<file path="config.mk">
export PLATFORM = sky130hd
export DESIGN_NAME = psp_port
export DESIGN_NICKNAME = d
export VERILOG_FILES = /design/src/rtl/psp_pkg.sv /design/src/rtl/psp_sync.sv /design/src/rtl/psp_front.sv /design/src/rtl/psp_regs.sv /design/src/rtl/psp_port.sv
export SDC_FILE = /design/constraint.sdc
export NUM_CORES = 1
export LEC_CHECK = 0
export BUFFER_PORTS_ARGS = -buffer_cell sky130_fd_sc_hd__buf_2
export CAP_MARGIN = 20
export CORE_MARGIN = 3
export CORE_UTILIZATION = 48
export DETAILED_ROUTE_END_ITERATION = 6
export PLACE_DENSITY = 0.79
export SETUP_SLACK_MARGIN = 0.5
export SLEW_MARGIN = 0
export SYNTH_ARGS = -nofsm -noshare
export SYNTH_HDL_FRONTEND = slang
export SYNTH_SLANG_ARGS = --single-unit
</file>
<file path="constraint.sdc">
create_clock -name clk -period 1.8 [get_ports clk]
set_input_delay 0.45 -clock clk [delete_from_list [all_inputs] [get_ports clk]]
set_output_delay 0.45 -clock clk [all_outputs]
set_load 0.05 [all_outputs]
</file>
<file path="src/rtl/psp_pkg.sv">
package psp_pkg;
    localparam int PSP_DW   = 8;
    localparam int DIR_W    = 3;
    localparam int B_IBF    = 7;
    localparam int B_OBF    = 6;
    localparam int B_OVF    = 5;
    localparam int B_MODE   = 4;
    localparam int B_FIXED1 = 3;

    typedef struct packed {
        logic             in_full;
        logic             out_full;
        logic             ovf;
        logic             mode;
        logic [DIR_W-1:0] dir;
    } psp_ctl_t;

    typedef struct packed {
        logic wr_prev;
        logic rd_prev;
        logic wr_evt;
        logic rd_evt;
    } psp_front_t;

    typedef struct packed {
        psp_ctl_t          ctl;
        logic [PSP_DW-1:0] in_lat;
        logic [PSP_DW-1:0] out_lat;
        logic              irq;
    } psp_regs_t;

    function automatic logic [PSP_DW-1:0] status_byte(psp_ctl_t c);
        logic [PSP_DW-1:0] s;
        s = '0;
        s[B_IBF]      = c.in_full;
        s[B_OBF]      = c.out_full;
        s[B_OVF]      = c.ovf;
        s[B_MODE]     = c.mode;
        s[B_FIXED1]   = 1'b1;
        s[DIR_W-1:0]  = c.dir;
        return s;
    endfunction
endpackage

</file>
<file path="src/rtl/psp_sync.sv">
module psp_sync #(
    parameter int W      = 3,
    parameter int STAGES = 2
) (
    input  logic         clk,
    input  logic         rst_n,
    input  logic [W-1:0] async_i,
    output logic [W-1:0] sync_o
);
    logic [W-1:0] stage_d [STAGES];
    logic [W-1:0] stage_q [STAGES];

    always_comb begin
        stage_d[0] = async_i;
        for (int k = 1; k < STAGES; k++) begin
            stage_d[k] = stage_q[k-1];
        end
    end

    // Idle level of the active-low pins is 1.
    always_ff @(posedge clk or negedge rst_n) begin
        if (!rst_n) begin
            for (int k = 0; k < STAGES; k++) stage_q[k] <= '1;
        end else begin
            for (int k = 0; k < STAGES; k++) stage_q[k] <= stage_d[k];
        end
    end

    assign sync_o = stage_q[STAGES-1];
endmodule

</file>
<file path="src/rtl/psp_front.sv">
module psp_front
    import psp_pkg::*;
(
    input  logic clk,
    input  logic rst_n,
    input  logic mode,
    input  logic cs_s,
    input  logic wr_s,
    input  logic rd_s,
    output logic wr_evt,
    output logic rd_evt
);
    psp_front_t st_d, st_q;

    always_comb begin
        st_d         = st_q;
        st_d.wr_prev = wr_s;
        st_d.rd_prev = rd_s;
        // Rising strobe edge, chip selected, port mode on.
        st_d.wr_evt  = 1'b0;
        st_d.rd_evt  = 1'b0;
        wr_evt = mode && !cs_s && wr_s && !st_q.wr_prev;
        rd_evt = mode && !cs_s && rd_s && !st_q.rd_prev;
    end

    always_ff @(posedge clk or negedge rst_n) begin
        if (!rst_n) begin
            st_q <= '{wr_prev: 1'b1, rd_prev: 1'b1, wr_evt: 1'b0, rd_evt: 1'b0};
        end else begin
            st_q <= st_d;
        end
    end
endmodule

</file>
<file path="src/rtl/psp_regs.sv">
module psp_regs
    import psp_pkg::*;
(
    input  logic              clk,
    input  logic              rst_n,
    input  logic              cpu_wr_en,
    input  logic              cpu_rd_en,
    input  logic              cpu_addr,
    input  logic [PSP_DW-1:0] cpu_wdata,
    input  logic              wr_evt,
    input  logic              rd_evt,
    input  logic [PSP_DW-1:0] ext_data_in,
    output psp_ctl_t          ctl,
    output logic [PSP_DW-1:0] in_lat,
    output logic [PSP_DW-1:0] out_lat,
    output logic              irq
);
    psp_regs_t r_d, r_q;

    always_comb begin
        r_d = r_q;
        // Master side lowers output-full; a CPU load below wins.
        if (rd_evt) r_d.ctl.out_full = 1'b0;
        if (cpu_wr_en && cpu_addr) begin
            r_d.ctl.ovf  = cpu_wdata[B_OVF];
            r_d.ctl.mode = cpu_wdata[B_MODE];
            r_d.ctl.dir  = cpu_wdata[DIR_W-1:0];
        end
        if (cpu_wr_en && !cpu_addr) begin
            r_d.out_lat      = cpu_wdata;
            r_d.ctl.out_full = 1'b1;
        end
        if (cpu_rd_en && !cpu_addr) r_d.ctl.in_full = 1'b0;
        // Master write last so it wins over a same-cycle CPU read.
        if (wr_evt) begin
            r_d.in_lat      = ext_data_in;
            r_d.ctl.in_full = 1'b1;
            if (r_q.ctl.in_full) r_d.ctl.ovf = 1'b1;
        end
        r_d.irq = wr_evt || rd_evt;
    end

    always_ff @(posedge clk or negedge rst_n) begin
        if (!rst_n) begin
            r_q <= '{ctl: '{in_full: 1'b0, out_full: 1'b0, ovf: 1'b0, mode: 1'b0,
                            dir: '1},
                     in_lat: '0, out_lat: '0, irq: 1'b0};
        end else begin
            r_q <= r_d;
        end
    end

    assign ctl     = r_q.ctl;
    assign in_lat  = r_q.in_lat;
    assign out_lat = r_q.out_lat;
    assign irq     = r_q.irq;
endmodule

</file>
<file path="src/rtl/psp_port.sv">
module psp_port
    import psp_pkg::*;
#(
    parameter int SYNC_STAGES = 2
) (
    input  logic              clk,
    input  logic              rst_n,
    input  logic              cpu_wr_en,
    input  logic              cpu_rd_en,
    input  logic              cpu_addr,
    input  logic [PSP_DW-1:0] cpu_wdata,
    output logic [PSP_DW-1:0] cpu_rdata,
    input  logic              ext_cs_n,
    input  logic              ext_wr_n,
    input  logic              ext_rd_n,
    input  logic [PSP_DW-1:0] ext_data_in,
    output logic [PSP_DW-1:0] ext_data_out,
    output logic              ext_data_oe,
    output logic [DIR_W-1:0]  pin_dir,
    output logic              irq_pulse
);
    logic [2:0]        pins_s;
    logic              wr_evt, rd_evt;
    psp_ctl_t          ctl;
    logic [PSP_DW-1:0] in_lat;
    logic [PSP_DW-1:0] out_lat;

    psp_sync #(.W(3), .STAGES(SYNC_STAGES)) u_sync (
        .clk     (clk),
        .rst_n   (rst_n),
        .async_i ({ext_cs_n, ext_wr_n, ext_rd_n}),
        .sync_o  (pins_s)
    );

    psp_front u_front (
        .clk    (clk),
        .rst_n  (rst_n),
        .mode   (ctl.mode),
        .cs_s   (pins_s[2]),
        .wr_s   (pins_s[1]),
        .rd_s   (pins_s[0]),
        .wr_evt (wr_evt),
        .rd_evt (rd_evt)
    );

    psp_regs u_regs (
        .clk         (clk),
        .rst_n       (rst_n),
        .cpu_wr_en   (cpu_wr_en),
        .cpu_rd_en   (cpu_rd_en),
        .cpu_addr    (cpu_addr),
        .cpu_wdata   (cpu_wdata),
        .wr_evt      (wr_evt),
        .rd_evt      (rd_evt),
        .ext_data_in (ext_data_in),
        .ctl         (ctl),
        .in_lat      (in_lat),
        .out_lat     (out_lat),
        .irq         (irq_pulse)
    );

    always_comb begin
        cpu_rdata    = cpu_addr ? status_byte(ctl) : in_lat;
        // Bus drive follows the raw pins for fast turn-on.
        ext_data_oe  = ctl.mode && !ext_cs_n && !ext_rd_n;
        ext_data_out = out_lat;
        pin_dir      = ctl.dir;
    end
endmodule

</file>
==> results of run 1 <==
state kept, by name, indices dropped and copies added (netlist names):
name,cells
u_regs.in_lat,8
u_regs.out_lat,8
u_regs.ctl,7
u_sync.stage_d,3
u_sync.sync_o,3
u_front.st_q,2
u_regs.irq,1
critical path, cell delays in order (launching register included):
cell	delay, ns
dfrtp_2	0.45
mux2_4	0.27
buf_6	0.15
synthesized netlist by cell type:
master / number / share of area (%)
dfstp_2: 11 / 23
or2_2: 1 / 0.50
and4bb_4: 1 / 1.3
nand2b_1: 2 / 0.99
and3_1: 1 / 0.50
nor2b_1: 1 / 0.50
dfrtp_1: 21 / 42
mux2_2: 27 / 24
buf_4: 3 / 1.8
a221o_1: 1 / 0.80
nand4bb_1: 1 / 0.90
nor3b_1: 1 / 0.60
a21o_1: 2 / 1.2
buf_2: 2 / 0.80
nand2_1: 1 / 0.30
buf_6: 1 / 0.90
final timing paths:
path	endpoint	cells after the start
setup reg to reg	u_regs.in_lat[1]	2
hold reg to reg	u_sync.sync_o[2]	0
setup / recovery	cpu_rdata[4]	2
max in group asynchronous	u_regs.ctl[3]	1
hold / removal	u_regs.irq	1
min in group clk	u_sync.stage_d[1]	1
power breakdown:
part / switching [mW] / leakage [nW] / internal, mW
registers: 0.0785 / 0.365 / 0.849
logic: 0.446 / 0.496 / 0.432
clock network: 0.226 / 0.0386 / 0.230
cells in the final DEF (no fill, tap or decap), drive strengths merged:
cell     count
buf         54
mux2        27
dfrtp       21
dfstp       11
clkbuf       8
and4bb       2
nand2b       2
a21o         2
nor3b        1
nand4bb      1
nand2        1
and3         1
a221o        1
nor2b        1
or2          1
metal layers:
layer  up-vias  GRT usage (%)
li1        381              -
met1       416          21.89
met2        38          29.36
met3         6          7.692
met4         0          7.616
met5         -              0
timing repair:
item	in CTS	in global routing
endpoints found under the setup margin	29	30
setup buffers	2	7
pin swaps	3	1
cloned	1	0
hold buffers	0	0
resized for setup	49	8
layout make-up:
type	count	area, um^2	area share [%]
Sequential cell	32	815.8	43.50
Timing Repair Buffer	54	470.5	25.08
Multi-Input combinational cell	40	485.5	25.88
Tap cell	28	35.03	1.868
Clock buffer	8	68.82	3.669
stage by stage:
stage	total power, mW	utilization, %	hold WS [ns]	area [um^2]
2_1_floorplan	1.455	-	0.1544	1343
3_3_place_gp	1.565	65.94	0.3456	1543
3_5_place_dp	1.587	65.94	0.3468	1543
4_1_cts	2.195	76.74	0.1708	1795
5_1_grt	2.361	80.16	0.1852	1876
6_report	2.262	80.16	0.1552	1876
cell families (layout without fill, tap and decap cells):
family | count (synthesis) | count (layout) | share of synthesized area (%)
AND/OR/NAND/NOR | 9 | 10 | 5.573
AO/OA/AOI/OAI | 3 | 3 | 1.990
buffers and inverters | 6 | 62 | 3.482
flip-flops | 32 | 32 | 64.78
multiplexers | 27 | 27 | 24.18
==> results.md, run 1 <==
- WL met3: 186 um
- Deepest clock path buffer count: 2
- Synthesized area per cell: 16.33 um^2
- Gr usage total: 18.37%
- Via count: 841
- Minimum clock period: 1.636 ns
- Largest net degree at the start of global routing: 33
- Final period util: 90.87%
- Skew final: 0.006766 ns
- Routed vias/inst: 5.191
- Ports: 45
- Fmax: 611.4 MHz
- Non-Filler Instances: 162
- Pwr dens: 1206 nW/um^2
- Crit start category: register
- Max-cap violations: 0
- CTS tree: built
- Worst reg2reg setup slack: 0.46 ns
- Top Layer Used: met4
- Clock sink total: 32
- DP HPWL: 1776 um
- Diode count: 0
- Per-cell routed wire length: 17.07 um
- Syn nets: 101
- Final ANT Viol Nets: 0
- Slew headroom: 55.66%
- RSZ-0062 raised after global routing: yes
- DRT Wirelength: 2766 um
- Worst Setup SP: u_regs.ctl[3]
- First-pass GRT wire length: 4526 um
- Worst Path Required: 1.35 ns
- H-tree Lvls: 2
- Initial DRT Pass Iterations: 4
- Root Driver: clkbuf_4
- Initial antenna violation count: 0
- Yosys reg bits: 32
- CTS buffer count: 5
- Die ar.: 3270 um^2
- Layout overhead on the synthesized area: 49.15%
- Setup WS pre-CTS: 0.06938 ns
- FP Rows: 17
- Static power due to leakage: 0.8994 nW
- Hold Vio Cnt, Final: 0
- Vert. Die Dim: 57.19 um
- WL met2: 1420 um
- Initial Util: 53.74%
- M1 wire length: 1105 um
- Reg-to-reg startpoint: u_sync.sync_o[1]
- Worst Path Arrival: 1.19 ns
- Yosys warning total: 0
- Setup Crit Path Kind: reg2out
- DRC viols: 0
- Clk slew on worst S/H paths: 0.09 ns
- Iteration-0 DRC Markers: 11
- # placed instances: 144
- Clk Latency, worst-skew pair: 0.32 ns
- Outcome: finished clean
- Synth unique cells: 16
- Overflow after GRT: 0
- Crit path max fanout: 4
- Crit path capture type: output port
- Number of I/O port buffers: 44
- Nets: 157
- Final setup fails: 0
- Worst-Margin Slew: 0.6652 ns
- Mapped Cells: 77
- Chip Width: 57.19 um
- Core area: 2340 um^2
- Routability Congestion: 0.7341
- Post-route setup TNS: 0 ns
- Mapped Area: 1257 um^2
- Layout cells sized above 1: 77.61%
- Post-synthesis sequential area ratio: 64.78%
- FILL cells: 141
- Vias in the first global route: 919
- Max Transition Viols Final: 0
- Worst vdd ir: 1.028 mV
- Final WS setup: 0.1644 ns
- Hold Path Class: in2async
No activity file was read; power rests on OpenSTA's default activity.
==> run 2: changes to the inputs <==
PLACE_DENSITY = 0.78   (was 0.79)
==> run 2 against run 1 <==
Compared with the run above:
- clock power fell by 16%
- via count increased by 0.59%
- combinational power shrank 1%
- count of clock-buffer cells in the layout fell by 1
- critical path depth did not move
- critical path type unchanged
- critical endpoint is now cpu_rdata[2]
- largest cell class unchanged
==> results.md, run 2 (synthesis results as in run 1) <==
- Outcome: finished clean
- Flop pwr share: 42.6% (+1.6 points)
- Worst vdd ir: 0.8618 mV (-16%)
- Clk Latency, worst-skew pair: 0.33 ns (about the same)
- Core area: 2340 um^2 (unchanged)
- Cell Int Power: 1.422 mW (-5.9%)
- Pwr dens: 1188 nW/um^2 (-1.5%)
- Largest net degree at the start of global routing: 33 (unchanged)
- Non-Filler Instances: 162 (unchanged)
- DRT Wirelength: 2892 um (+4.6%)
- Worst reg2reg setup slack: 0.45 ns (about the same)
- Sw frac: 34.70% (+1.5 points)
- Hold buffer count at CTS: 0 (unchanged)
- Minimum clock period: 1.636 ns (+0.0001190 ns)
- DP HPWL: 1840 um (+3.6%)
- Crit path capture type: output port
- Final Instance Area: 1833 um^2 (-2.3%)
- First-pass GRT wire length: 4498 um (-0.62%)
- Max-cap violations: 0 (unchanged)
- Gate power share: 39.9% (+1.1 points)
- Worst Path Arrival: 1.19 ns (about the same)
- Root Driver: clkbuf_4
- Critical-path cell list: mux2_4 > buf_8
- Commonest non-fill, non-tap cell in the layout: buf_2
- Clk slew on worst S/H paths: 0.10 ns (about the same)
- Deepest clock path buffer count: 2 (unchanged)
- CTS buffer count: 5 (unchanged)
- Final WS setup: 0.1643 ns (-0.0001190 ns)
- FP Rows: 17 (unchanged)
- Max Transition Viols Final: 0 (unchanged)
- Final setup fails: 0 (unchanged)
- Chip Width: 57.19 um (unchanged)
- Initial antenna violation count: 0 (unchanged)
- Slew headroom: 54.92% (-0.74 points)
- Gr usage total: 18.68% (+0.32 points)
- Diode count: 0 (unchanged)
- Layout overhead on the synthesized area: 45.77%
- Area of the multi-input gates: 485.5 um^2 (unchanged)
- DRC viols: 0 (unchanged)
- Number of I/O port buffers: 44 (unchanged)
- Post-route setup TNS: 0 ns (unchanged)
- Nets: 157 (unchanged)
- Crit path max fanout: 3 (-1)
- CP delay by family, top: flip-flops
- Static power due to leakage: 0.8842 nW (-1.7%)
- Ports: 45 (unchanged)
- Fmax: 611.3 MHz (about the same)
- Routed vias/inst: 5.222 (+0.59%)
- Psw: 0.7555 mW (+0.59%)
- Die ar.: 3270 um^2 (unchanged)
- Clock sink total: 32 (unchanged)
- CP peak stage delay: 0.57 ns (+0.12 ns)
- Worst R2R End: u_regs.in_lat[7]
- Final core utilization: 78.34% (-1.8 points)
- Crit start category: register
- Min Hold Slack: 0.1425 ns (-0.01271 ns)
- Vert. Die Dim: 57.19 um (unchanged)
- Most frequent cells in the layout: buf_2 (22), dfrtp_1 (21), buf_6 (18)
- Placed cell area: 1543 um^2 (unchanged)
- Worst Path Required: 1.35 ns (about the same)
- Reg-to-reg startpoint: u_sync.sync_o[1]
- Setup Crit Path Kind: reg2out
- Clock Power Share: 17.5% (-2.7 points)
- Per-cell routed wire length: 17.85 um (+4.6%)
- Setup WS pre-CTS: 0.06210 ns (-0.007278 ns)
- Final ANT Viol Nets: 0 (unchanged)
- Worst-Margin Slew: 0.6762 ns (+0.01109 ns)
- Iteration-0 DRC Markers: 8 (-3)
- Slowest-stage cell, CP: dfstp_2
- FILL cells: 154 (+9.2%)
- Sequential cell area: 814.5 um^2 (-0.15%)
- Initial Util: 53.74% (unchanged)
- Hold Path Class: in2async
- Initial DRT Pass Iterations: 4 (unchanged)
- Final period util: 90.87% (about the same)
- CTS tree: built
- H-tree Lvls: 2 (unchanged)
- Vias in the first global route: 956 (+4.0%)
- # placed instances: 144 (unchanged)
- Skew final: 0.01094 ns (+0.004172 ns)
- Layout cells sized above 1: 76.12% (-1.5 points)
- Hold Vio Cnt, Final: 0 (unchanged)
- Power, Total: 2.177 mW (-3.7%)
- Sum of buffers and inverters on the critical path: 1 (unchanged)
- Via count: 846 (+0.59%)
- Overflow after GRT: 0 (unchanged)
- Routability Congestion: 0.6984 (-4.9%)
- RSZ-0062 raised after global routing: yes
- R2R depth: 2 (unchanged)
[run 2: routing by layer]
| layer | global-route usage (%) | wire, um | vias up |
|---|---|---|---|
| li1 | - | - | 384 |
| met1 | 21.39 | 1144 | 423 |
| met2 | 31.00 | 1507 | 39 |
| met3 | 8.371 | 240 | 0 |
| met4 | 6.623 | 0 | 0 |
| met5 | 0 | 0 | - |
[run 2: timing repair]
action / CTS / global route
cloned: 1 / 0
pin swaps: 3 / 1
gates resized for setup: 45 / 5
endpoints found under the setup margin: 29 / 30
buffers inserted: 5 / 4
[run 2: final cells by class]
class	instances	share of cell area (%)
well taps	28	1.911
multi-input cells	40	26.48
clock inverters	1	0.2730
flip-flops and latches	32	44.44
repair buffers	54	24.44
clock buffers	7	2.457
[run 2: worst max path at each step]
| stage | from | to | slack [ns] | cells after the start |
|---|---|---|---|---|
| detailed placement | cpu_addr | cpu_rdata[0] | 0.06 | 3 |
| finish | u_regs.ctl[2] | cpu_rdata[2] | 0.16 | 2 |
| global route | u_regs.ctl[3] | cpu_rdata[4] | 0.12 | 2 |
| CTS | u_regs.ctl[3] | cpu_rdata[4] | 0.16 | 2 |
| floorplan | cpu_addr | cpu_rdata[0] | 0.40 | 2 |
| global placement | cpu_addr | cpu_rdata[7] | 0.09 | 3 |
[run 2: power by group through the flow]
| stage | Sequential, mW | Combinational, mW | Clock [mW] |
|---|---|---|---|
| 6_report | 0.927 | 0.869 | 0.381 |
| 5_1_grt | 0.938 | 0.901 | 0.434 |
| 4_1_cts | 0.923 | 0.827 | 0.392 |
| 3_5_place_dp | 0.929 | 0.659 | 0 |
| 3_3_place_gp | 0.921 | 0.644 | 0 |
| 2_1_floorplan | 1.01 | 0.445 | 0 |
[run 2: worst reg2reg max path, delay by kind of cell, from the launching register on]
| family | cells | cell delay, ns |
|---|---|---|
| flip-flops | 1 | 0.56 |
| AND/OR/NAND/NOR | 1 | 0.35 |
| multiplexers | 1 | 0.32 |
==> run 3: changes to the inputs <==
PLACE_DENSITY = 0.88   (was 0.78)
==> run 3 against run 2 <==
Compared with the run above:
- flip-flop and latch count unchanged
- total power up 12%
- utilization rose by 3.9 points
- combinational power increased by 2.3%
- global-route usage increased by 0.72 points
- clock skew rose by 0.0022 ns
- register-to-register slack about the same
- via count increased by 3.8%
- critical path depth is the same
- sequential power up 0.6%
- count of clock-buffer cells in the layout did not move
- non-clock buffer count increased by 4
- largest cell class unchanged
==> results.md, run 3 (synthesis results as in run 1) <==
- Pwr dens: 1269 nW/um^2 (+6.9%)
- Worst Path Required: 1.35 ns (about the same)
- Worst-Margin Slew: 0.6560 ns (-0.02020 ns)
- Number of I/O port buffers: 44 (unchanged)
- Crit start category: register
- Core area: 2340 um^2 (unchanged)
- Routability Congestion: 0.7152 (+2.4%)
- Worst vdd ir: 0.8661 mV (+0.51%)
- Initial Util: 53.74% (unchanged)
- Final core utilization: 82.19% (+3.9 points)
- Static power due to leakage: 0.9304 nW (+5.2%)
- Iteration-0 DRC Markers: 22 (+14)
- Diode count: 0 (unchanged)
- Crit path max fanout: 3 (unchanged)
- H-tree Lvls: 2 (unchanged)
- RSZ-0062 raised after global routing: yes
- DRT Wirelength: 3216 um (+11%)
- Crit path capture type: output port
- Max-cap violations: 0 (unchanged)
- CTS tree: built
- Layout overhead on the synthesized area: 52.93%
- Largest net degree at the start of global routing: 33 (unchanged)
- Skew final: 0.01318 ns (+0.002238 ns)
- Setup Crit Path Kind: reg2out
- Die ar.: 3270 um^2 (unchanged)
- Commonest non-fill, non-tap cell in the layout: buf_2
- Final WS setup: 0.1007 ns (-0.06353 ns)
- Max Transition Viols Final: 0 (unchanged)
- Per-cell routed wire length: 19.37 um (+8.5%)
- Setup WS pre-CTS: 0.1122 ns (+0.05011 ns)
- Clk Latency, worst-skew pair: 0.34 ns (about the same)
- Layout cells sized above 1: 79.71% (+3.6 points)
- Final ANT Viol Nets: 0 (unchanged)
- Overflow after GRT: 0 (unchanged)
- Via count: 878 (+3.8%)
- Vert. Die Dim: 57.19 um (unchanged)
- Deepest clock path buffer count: 2 (unchanged)
- Minimum clock period: 1.699 ns (+0.06353 ns)
- Hold Path Class: in2async
- Post-route setup TNS: 0 ns (unchanged)
- Fmax: 588.5 MHz (-3.7%)
- DRC viols: 0 (unchanged)
- Clock sink total: 32 (unchanged)
- Clk slew on worst S/H paths: 0.10 ns (about the same)
- Nets: 161 (+2.5%)
- CTS buffer count: 5 (unchanged)
- Most frequent cells in the layout: buf_2 (22), dfrtp_1 (20), buf_6 (17)
- Final period util: 94.40% (+3.5 points)
- Final setup fails: 0 (unchanged)
- Power, Total: 2.441 mW (+12%)
- Routed vias/inst: 5.289 (+1.3%)
- FILL cells: 134 (-13%)
- Initial antenna violation count: 0 (unchanged)
- Vias in the first global route: 937 (-2.0%)
- Initial DRT Pass Iterations: 4 (unchanged)
- Ports: 45 (unchanged)
- Root Driver: clkbuf_4
- Chip Width: 57.19 um (unchanged)
- Hold Vio Cnt, Final: 0 (unchanged)
- Outcome: finished clean
- Gr usage total: 19.41% (+0.72 points)
- Slew headroom: 56.26% (+1.3 points)
- FP Rows: 17 (unchanged)
- Worst Path Arrival: 1.25 ns (+0.06 ns)
- First-pass GRT wire length: 4574 um (+1.7%)
## run 3: final timing paths
kind,from,to,slack [ns],cells after the start
max,u_regs.ctl[0],cpu_rdata[0],0.10,2
min,rst_n,u_regs.out_lat[6],0.12,1
max reg2reg,u_sync.sync_o[1],u_regs.in_lat[5],0.44,2
min reg2reg,u_sync.stage_d[0],u_sync.sync_o[0],0.36,0
max in group asynchronous,rst_n,u_regs.ctl[3],1.22,1
min in group clk,ext_wr_n,u_sync.stage_d[1],0.20,1
## run 3: power breakdown
part	total (mW)	internal [mW]	switching [mW]	leakage [nW]
sequential	0.933	0.849	0.0841	0.365
clock	0.619	0.369	0.250	0.0515
combinational	0.889	0.432	0.456	0.514
## run 3: timing repair
| item | CTS | global route |
|---|---|---|
| setup endpoints to repair | 31 | 38 |
| resized for setup | 46 | 9 |
| cloned | 0 | 1 |
| pin swaps | 1 | 2 |
| setup buffers | 4 | 8 |
| hold buffers | 0 | 0 |
## run 3: routing by layer
metal / track usage, % / share of wire [%]
met5: 0 / 0
met4: 11.92 / 3.4
met3: 6.109 / 5.7
met2: 32.79 / 53
met1: 21.13 / 37
## run 3: per-stage QoR
step	std cells	area, um^2	hold WS (ns)
finish	166	1923	0.1230
global route	166	1923	0.1552
CTS	157	1821	0.1547
detailed placement	145	1550	0.3472
global placement	145	1550	0.3458
floorplan	77	1343	0.1544
## run 3: cell type report
class,count,area (um^2),share of cell area (%)
repair buffers,58,489.2,25.44
well taps,28,35.03,1.822
multi-input cells,40,488.0,25.37
clock inverters,1,30.03,1.561
clock buffers,7,65.06,3.383
flip-flops and latches,32,815.8,42.42
## run 3: worst max-delay path, stage by stage, from the launching register on
cell	delay, ns
dfstp_2	0.58
mux2_4	0.18
buf_8	0.14
